## src/rtl/irq_route_pkg.sv

```systemverilog
// Shared definitions for the interrupt routing register window.
// Assumes 64-bit routing entries with the fixed field layout below.
package irq_route_pkg;

    typedef enum logic [2:0] {
        SK_VER,
        SK_ID,
        SK_ARB,
        SK_ENT,
        SK_BAD
    } sel_kind_t;

    localparam int ENT_W     = 64;
    localparam int F_VEC_LO  = 0;
    localparam int F_DLV_LO  = 8;
    localparam int F_DMODE   = 11;
    localparam int F_RIRR    = 14;
    localparam int F_TRIG    = 15;
    localparam int F_MASK    = 16;
    localparam int F_DEST_LO = 56;

    localparam logic [ENT_W-1:0] ENT_RST = 64'h0000_0000_0001_0000;

    localparam logic [7:0] SEL_VER  = 8'h00;
    localparam logic [7:0] SEL_ID   = 8'h01;
    localparam logic [7:0] SEL_ARB  = 8'h02;
    localparam logic [7:0] SEL_BASE = 8'h10;

endpackage

```

## src/rtl/irq_route_decode.sv

```systemverilog
// Select decoder: turns the 8-bit select value into a target kind, an
// entry index and a half flag. Assumes PINS <= 120 so every index fits.
module irq_route_decode
    import irq_route_pkg::*;
#(
    parameter int PINS = 24,
    localparam int IDXW = $clog2(PINS)
) (
    input  logic [7:0]      sel,
    output sel_kind_t       kind,
    output logic [IDXW-1:0] idx,
    output logic            hi_half
);
    logic [7:0] off;
    logic [6:0] raw;

    // Offset of the select above the table base, halved to an entry number.
    always_comb begin
        off = sel - SEL_BASE;
        raw = off[7:1];
    end

    // Classify the select value.
    always_comb begin
        hi_half = sel[0];
        idx     = raw[IDXW-1:0];
        if (sel == SEL_VER)
            kind = SK_VER;
        else if (sel == SEL_ID)
            kind = SK_ID;
        else if (sel == SEL_ARB)
            kind = SK_ARB;
        else if (sel < SEL_BASE)
            kind = SK_BAD;
        else if ({25'd0, raw} < PINS)
            kind = SK_ENT;
        else
            kind = SK_BAD;
    end

endmodule

```

## src/rtl/irq_route_entry.sv

```systemverilog
// One routing entry: 64-bit storage written in two 32-bit halves, plus a
// remote-request status bit set and cleared by the servicing logic.
// Assumes wr_lo and wr_hi are never high together.
module irq_route_entry
    import irq_route_pkg::*;
(
    input  logic             clk,
    input  logic             rst_n,
    input  logic             wr_lo,
    input  logic             wr_hi,
    input  logic [31:0]      wdata,
    input  logic             rirr_set,
    input  logic             rirr_clr,
    output logic [ENT_W-1:0] ent_q
);

    // Entry storage update: halves from the bus, status bit from servicing.
    always_ff @(posedge clk) begin
        if (!rst_n) begin
            ent_q <= ENT_RST;
        end else begin
            if (wr_lo)
                ent_q[31:0] <= {wdata[31:F_RIRR+1], 1'b0, wdata[F_RIRR-1:0]};
            if (wr_hi)
                ent_q[63:32] <= wdata;
            if (!wr_lo) begin
                if (rirr_clr)
                    ent_q[F_RIRR] <= 1'b0;
                else if (rirr_set)
                    ent_q[F_RIRR] <= 1'b1;
            end
        end
    end

    AST_LO_CLEARS_RIRR: assert property (@(posedge clk) disable iff (!rst_n)
        wr_lo |=> !ent_q[F_RIRR]);

    AST_HI_KEEPS_LO: assert property (@(posedge clk) disable iff (!rst_n)
        (wr_hi && !wr_lo) |=> ({ent_q[31:F_RIRR+1], ent_q[F_RIRR-1:0]} ==
                               $past({ent_q[31:F_RIRR+1], ent_q[F_RIRR-1:0]})));

    AST_CLR_WINS: assert property (@(posedge clk) disable iff (!rst_n)
        rirr_clr |=> !ent_q[F_RIRR]);

    AST_SET_TAKES: assert property (@(posedge clk) disable iff (!rst_n)
        (rirr_set && !rirr_clr && !wr_lo) |=> ent_q[F_RIRR]);

endmodule

```

## src/rtl/irq_route_rdmux.sv

```systemverilog
// Window read multiplexer: builds the 32-bit word the window shows for the
// current select. Purely combinational; the caller registers it.
module irq_route_rdmux
    import irq_route_pkg::*;
#(
    parameter int         PINS    = 24,
    parameter logic [7:0] VERSION = 8'h11,
    localparam int IDXW = $clog2(PINS)
) (
    input  sel_kind_t        kind,
    input  logic [IDXW-1:0]  idx,
    input  logic             hi_half,
    input  logic [3:0]       id_q,
    input  logic [ENT_W-1:0] tbl [PINS],
    output logic [31:0]      win_word
);
    localparam logic [7:0] PMAX = 8'(PINS - 1);

    logic [ENT_W-1:0] sel_ent;

    // Fetch the addressed entry.
    always_comb sel_ent = tbl[idx];

    // Choose the window contents by target kind.
    always_comb begin
        unique case (kind)
            SK_VER:        win_word = {8'h00, PMAX, 8'h00, VERSION};
            SK_ID, SK_ARB: win_word = {4'h0, id_q, 24'h0};
            SK_ENT:        win_word = hi_half ? sel_ent[63:32] : sel_ent[31:0];
            default:       win_word = 32'hFFFF_FFFF;
        endcase
    end

endmodule

```

## src/rtl/irq_route_regs.sv

```systemverilog
// Interrupt routing register window, top level. It holds the select register,
// the ID field and a PINS-entry routing table behind a select/window pair.
// It exports every entry's fields and flags entries that need re-evaluation.
// Assumes a single-cycle synchronous bus port and PINS between 2 and 120.
module irq_route_regs
    import irq_route_pkg::*;
#(
    parameter int         PINS     = 24,
    parameter logic [7:0] VERSION  = 8'h11,
    parameter logic [7:0] SEL_ADDR = 8'h00,
    parameter logic [7:0] WIN_ADDR = 8'h10,
    localparam int IDXW = $clog2(PINS)
) (
    input  logic              clk,
    input  logic              rst_n,
    input  logic              bus_en,
    input  logic              bus_we,
    input  logic [7:0]        bus_addr,
    input  logic [31:0]       bus_wdata,
    output logic [31:0]       bus_rdata,
    input  logic [PINS-1:0]   pend_in,
    input  logic [PINS-1:0]   rirr_set,
    input  logic [PINS-1:0]   rirr_clr,
    output logic [PINS*8-1:0] ent_vector,
    output logic [PINS*3-1:0] ent_dlv,
    output logic [PINS-1:0]   ent_dmode,
    output logic [PINS-1:0]   ent_rirr,
    output logic [PINS-1:0]   ent_trig,
    output logic [PINS-1:0]   ent_mask,
    output logic [PINS*8-1:0] ent_dest,
    output logic              evt_valid,
    output logic [IDXW-1:0]   evt_index
);
    logic [7:0]       sel_q;
    logic [3:0]       id_q;
    sel_kind_t        kind;
    logic [IDXW-1:0]  idx;
    logic             hi_half;
    logic [ENT_W-1:0] tbl [PINS];
    logic [31:0]      win_word;
    logic             sel_wr, win_wr, ent_wr, rd_req;
    logic [ENT_W-1:0] old_ent;
    logic             trig_after, evt_d;

    // Bus strobes.
    always_comb begin
        sel_wr = bus_en && bus_we && (bus_addr == SEL_ADDR);
        win_wr = bus_en && bus_we && (bus_addr == WIN_ADDR);
        rd_req = bus_en && !bus_we;
        ent_wr = win_wr && (kind == SK_ENT);
    end

    // Select register load.
    always_ff @(posedge clk) begin
        if (!rst_n)
            sel_q <= 8'h00;
        else if (sel_wr)
            sel_q <= bus_wdata[7:0];
    end

    // ID field load; only the ID select is writable.
    always_ff @(posedge clk) begin
        if (!rst_n)
            id_q <= 4'h0;
        else if (win_wr && kind == SK_ID)
            id_q <= bus_wdata[27:24];
    end

    irq_route_decode #(.PINS(PINS)) u_dec (
        .sel     (sel_q),
        .kind    (kind),
        .idx     (idx),
        .hi_half (hi_half)
    );

    // One storage slice per pin, each with its field outputs.
    for (genvar i = 0; i < PINS; i++) begin : g_ent
        logic hit;
        assign hit = ent_wr && (idx == IDXW'(i));

        irq_route_entry u_ent (
            .clk      (clk),
            .rst_n    (rst_n),
            .wr_lo    (hit && !hi_half),
            .wr_hi    (hit && hi_half),
            .wdata    (bus_wdata),
            .rirr_set (rirr_set[i]),
            .rirr_clr (rirr_clr[i]),
            .ent_q    (tbl[i])
        );

        assign ent_vector[i*8 +: 8] = tbl[i][F_VEC_LO +: 8];
        assign ent_dlv[i*3 +: 3]    = tbl[i][F_DLV_LO +: 3];
        assign ent_dmode[i]         = tbl[i][F_DMODE];
        assign ent_rirr[i]          = tbl[i][F_RIRR];
        assign ent_trig[i]          = tbl[i][F_TRIG];
        assign ent_mask[i]          = tbl[i][F_MASK];
        assign ent_dest[i*8 +: 8]   = tbl[i][F_DEST_LO +: 8];
    end

    irq_route_rdmux #(.PINS(PINS), .VERSION(VERSION)) u_rd (
        .kind     (kind),
        .idx      (idx),
        .hi_half  (hi_half),
        .id_q     (id_q),
        .tbl      (tbl),
        .win_word (win_word)
    );

    // Read result register, loaded only on a read request.
    always_ff @(posedge clk) begin
        if (!rst_n)
            bus_rdata <= 32'h0;
        else if (rd_req) begin
            if (bus_addr == SEL_ADDR)
                bus_rdata <= {24'h0, sel_q};
            else if (bus_addr == WIN_ADDR)
                bus_rdata <= win_word;
            else
                bus_rdata <= 32'h0;
        end
    end

    // Event condition, judged from the entry before and the data written.
    always_comb begin
        old_ent    = tbl[idx];
        trig_after = hi_half ? old_ent[F_TRIG] : bus_wdata[F_TRIG];
        evt_d      = ent_wr &&
                     ((!hi_half && (bus_wdata[F_MASK] != old_ent[F_MASK])) ||
                      (trig_after && pend_in[idx]));
    end

    // Event pulse register.
    always_ff @(posedge clk) begin
        if (!rst_n) begin
            evt_valid <= 1'b0;
            evt_index <= '0;
        end else begin
            evt_valid <= evt_d;
            if (evt_d)
                evt_index <= idx;
        end
    end

    AST_SEL_LOAD: assert property (@(posedge clk) disable iff (!rst_n)
        sel_wr |=> (sel_q == $past(bus_wdata[7:0])));

    AST_ID_HOLD: assert property (@(posedge clk) disable iff (!rst_n)
        !(win_wr && sel_q == SEL_ID) |=> $stable(id_q));

    AST_RD_HOLD: assert property (@(posedge clk) disable iff (!rst_n)
        !rd_req |=> $stable(bus_rdata));

    AST_EVT_AFTER_WR: assert property (@(posedge clk) disable iff (!rst_n)
        evt_valid |-> $past(win_wr));

    AST_EVT_RANGE: assert property (@(posedge clk) disable iff (!rst_n)
        evt_valid |-> ({{(32-IDXW){1'b0}}, evt_index} < PINS));

    AST_BAD_NO_WRITE: assert property (@(posedge clk) disable iff (!rst_n)
        (win_wr && kind == SK_BAD) |=> !evt_valid);

endmodule

```

## config.mk

```make
export PLATFORM = sky130hd
export DESIGN_NAME = irq_route_regs
export DESIGN_NICKNAME = d
export VERILOG_FILES = /design/src/rtl/irq_route_pkg.sv /design/src/rtl/irq_route_decode.sv /design/src/rtl/irq_route_entry.sv /design/src/rtl/irq_route_rdmux.sv /design/src/rtl/irq_route_regs.sv
export SDC_FILE = /design/constraint.sdc
export NUM_CORES = 2
export LEC_CHECK = 0
export BUFFER_PORTS_ARGS = -buffer_cell sky130_fd_sc_hd__clkbuf_2
export CORE_UTILIZATION = 40
export DETAILED_ROUTE_END_ITERATION = 10
export HOLD_SLACK_MARGIN = 0.08
export PLACE_DENSITY_LB_ADDON = 0.2
export SKIP_LAST_GASP = 1
export SLEW_MARGIN = 25
export SYNTH_ARGS = -nofsm -noshare
export SYNTH_HDL_FRONTEND = slang
export SYNTH_SLANG_ARGS = --single-unit
```

## constraint.sdc

```tcl
create_clock -name clk -period 5 [get_ports clk]
set_input_delay 1.25 -clock clk [delete_from_list [all_inputs] [get_ports clk]]
set_output_delay 1.25 -clock clk [all_outputs]
set_load 0.005 [all_outputs]
```

==> out/qor.yml <==
status: "completed"
power.net_switching_mw: 6.25
insertion_delay_ps: 850
cts_root_buffer: "clkbuf_16"
drtPass1Iterations: 6
r2r-end: "bus_rdata[19]"
ioPinCount: 706
io_buffers: 705
ff2ff_path_depth: 7
nNetsFinal: 8447
cts_tree: "yes"
coreArea_mm2: 0.179
worst_path_most_repeated_cell: "mux4_2"
grt_usage: 0.316
clk_path_buf_depth: 3
wl_per_cell_um: 27.4
slowest_stage: "mux2i_1"
reg2reg_from: "sel_q[2]"
netlist_instances: 8549
clk_pin_slew_ps: 60
drive_above_1_share: 0.205
cts_hold_buf: 0
peakVddDrop_mv: 0.298
num_rows: 155
cp_max_fo: 48
p_int_mw: 20.6
async_flop_share: 0
crit_path_end_kind: "register"
holdPathStages: 2
place_congestion: 1.00
fin_setup_tns_ps: 0
worstPathRequired_ps: 5730
grt_pass1_wl_mm: 418
min_from: "g_ent[15].u_ent.ent_q[19]"
start_kind: "register"
synth.area.top_cells: "dfxtp_1 (44%), nand2_1 (17%), mux4_2 (14%)"
synth_edf_count: 0
yosysWarnings: 0
grt_max_degree: 142
final_common_cell: "nand2_1"
synth_seq_cells: 1586
grt_overflow: 0
cts_buffers: 175
fp.dieW_um: 426
drtIter0Drc: 7888
worstMarginPinSlew_ps: 1230
cp_data_arrival_time_ps: 4860
ys.flop_type: "dfxtp_1"
r2r_setup_slack_ps: 870
synth.distinct_cells: 60
clockPowerShare: 0.502
path_class: "reg2reg"
fmax_mhz: 242
dp.cells: 10506
die_h_um: 426
p_sw_frac: 0.232
cp_slowest_stage_delay_ps: 870
ctsResizeCount: 0
max_slew_margin: 0.167
final_cell_mix: "nand2_1 (3186), dfxtp_1 (1581), a21oi_1 (1531)"
h-tree-depth: 4
dp_hpwl_mm: 191
cap_violations: 0
antenna_found_initial: 19
n_fill_cell: 17277
comb_power_share: 0.027
hold_viol_final: 0
initial_core_util: 0.403
synth_fp_nets: 8667
min_period_over_period: 0.826
cp_cell_sequence: "buf_4 -> buf_12 -> mux4_2 -> mux4_2 -> mux2i_1 -> a221oi_1 -> a21o_1"
synthesis.area_mm2: 0.0720
final_max_slew_viol_count: 0
finClkSkew_ps: 39.4
yosysSeqAreaShare: 0.441
syn_area_per_cell_um2: 8.42
final_core_util: 0.445
fin_crit_ps: 4130
rsz0062_at_grt: "no"
cts_setup_buffers: 0
grt_pass1_vias: 56393
p_seq_frac: 0.471
synth_top_area_share: 0.441
via_per_inst: 5.72
drc: 0
finalSetupViolCount: 0
drt_wl_total_mm: 297
synth_top_area_cell: "dfxtp_1"
die_area_mm2: 0.182
p_leak_nw: 27.0
clkSinkCount: 1586
p_per_area_mw_per_mm2: 338
postRouteAntennaNets: 0
route.vias.total: 61994
holdPathEnd: "g_ent[15].u_ent.ent_q[19]"
hp-class: "reg2reg"
synthToLayoutAreaGrowth_pct: 10.5
final_cells: 10840
-- critical path, delay by kind of cell (launching register included) --
kind                   cells  cell delay [ps]
flip-flops                 1              720
AO/OA/AOI/OAI              2              570
multiplexers               3             1870
buffers and inverters      2              750
-- cells by family after synthesis --
group | after synthesis | share of synthesized area
flip-flops | 1586 | 0.441
AND/OR/NAND/NOR | 3443 | 0.185
AO/OA/AOI/OAI | 1647 | 0.119
adder cells (fa/ha/maj) | 2 | 0.000348
multiplexers | 519 | 0.150
buffers and inverters | 1350 | 0.104
XOR/XNOR | 2 | 0.000243
-- worst max path at each step --
stage,from,to,slack [ps],cells after the start
2_1_floorplan,sel_q[4],g_ent[13].u_ent.ent_q[16],1290,16
3_3_place_gp,bus_addr[2],g_ent[8].u_ent.ent_q[1],780,9
3_5_place_dp,bus_addr[2],g_ent[9].u_ent.ent_q[3],720,9
4_1_cts,sel_q[4],g_ent[9].u_ent.ent_q[3],980,10
5_1_grt,sel_q[4],g_ent[9].u_ent.ent_q[55],810,10
6_report,sel_q[2],bus_rdata[19],870,7
-- layout make-up --
class	instances	area (µm²)	area share
antenna	14	35.0	0.000441
clock buffer	267	5230	0.0657
clock inverter	52	768	0.00966
inverter	7	36.3	0.000456
multi-input combinational	5613	32900	0.414
sequential	1586	31800	0.400
tap	2355	2950	0.0371
timing repair buffer	946	5790	0.0729
-- power by group through the flow --
stage | clock network [mW] | logic (mW) | registers (mW)
CTS | 13.7 | 0.704 | 12.6
floorplan | 0 | 0.376 | 12.9
global route | 14.2 | 0.741 | 12.6
detailed placement | 0 | 0.703 | 12.9
finish | 13.5 | 0.725 | 12.7
global placement | 0 | 0.700 | 12.9
-- flip-flops by register name, indices dropped and copies added, names as in the netlist --
name               count
sel_q                  8
evt_valid              1
bus_rdata             32
evt_index              5
id_q                   4
g_ent.u_ent.ent_q   1536
-- per-layer routing --
metal  track usage  vias to the layer above  part of all wire
met3        0.0766                      533              0.10
met4         0.162                        2             0.055
li1              -                    27554                 -
met1         0.430                    30637              0.41
met2         0.464                     3268              0.43
met5             0                        -          0.000044
-- synth_stat cells, types with 5 or more instances --
cell and count:
a21oi_1 1532, a2111oi_0 6, and3_1 12, a21o_1 18, nor3_1 14, and2_1 21, o31ai_1 5, nand3_1 34
o32ai_1 7, nor2_1 101, a211oi_1 11, clkbuf_1 554, nand2b_1 7, nand2_1 3188, mux2i_1 71, mux4_2 448
o21ai_0 13, nor4_1 27, a311oi_1 6, nor2b_1 6, buf_2 194, a31oi_1 7, dfxtp_1 1586, buf_4 579
and2_0 9, buf_1 15, a221oi_1 20
-- through the flow --
stage / area [µm²] / power, mW / hold WS (ps) / setup slack, ps
floorplan: 72000 / 13.3 / 429 / 1290
global placement: 73400 / 13.6 / 434 / 784
detailed placement: 73400 / 13.6 / 440 / 716
CTS: 79400 / 27.0 / 448 / 981
global route: 79500 / 27.6 / 460 / 805
finish: 79500 / 26.9 / 447 / 871
Note: power is estimated with default switching activity, not from simulation.
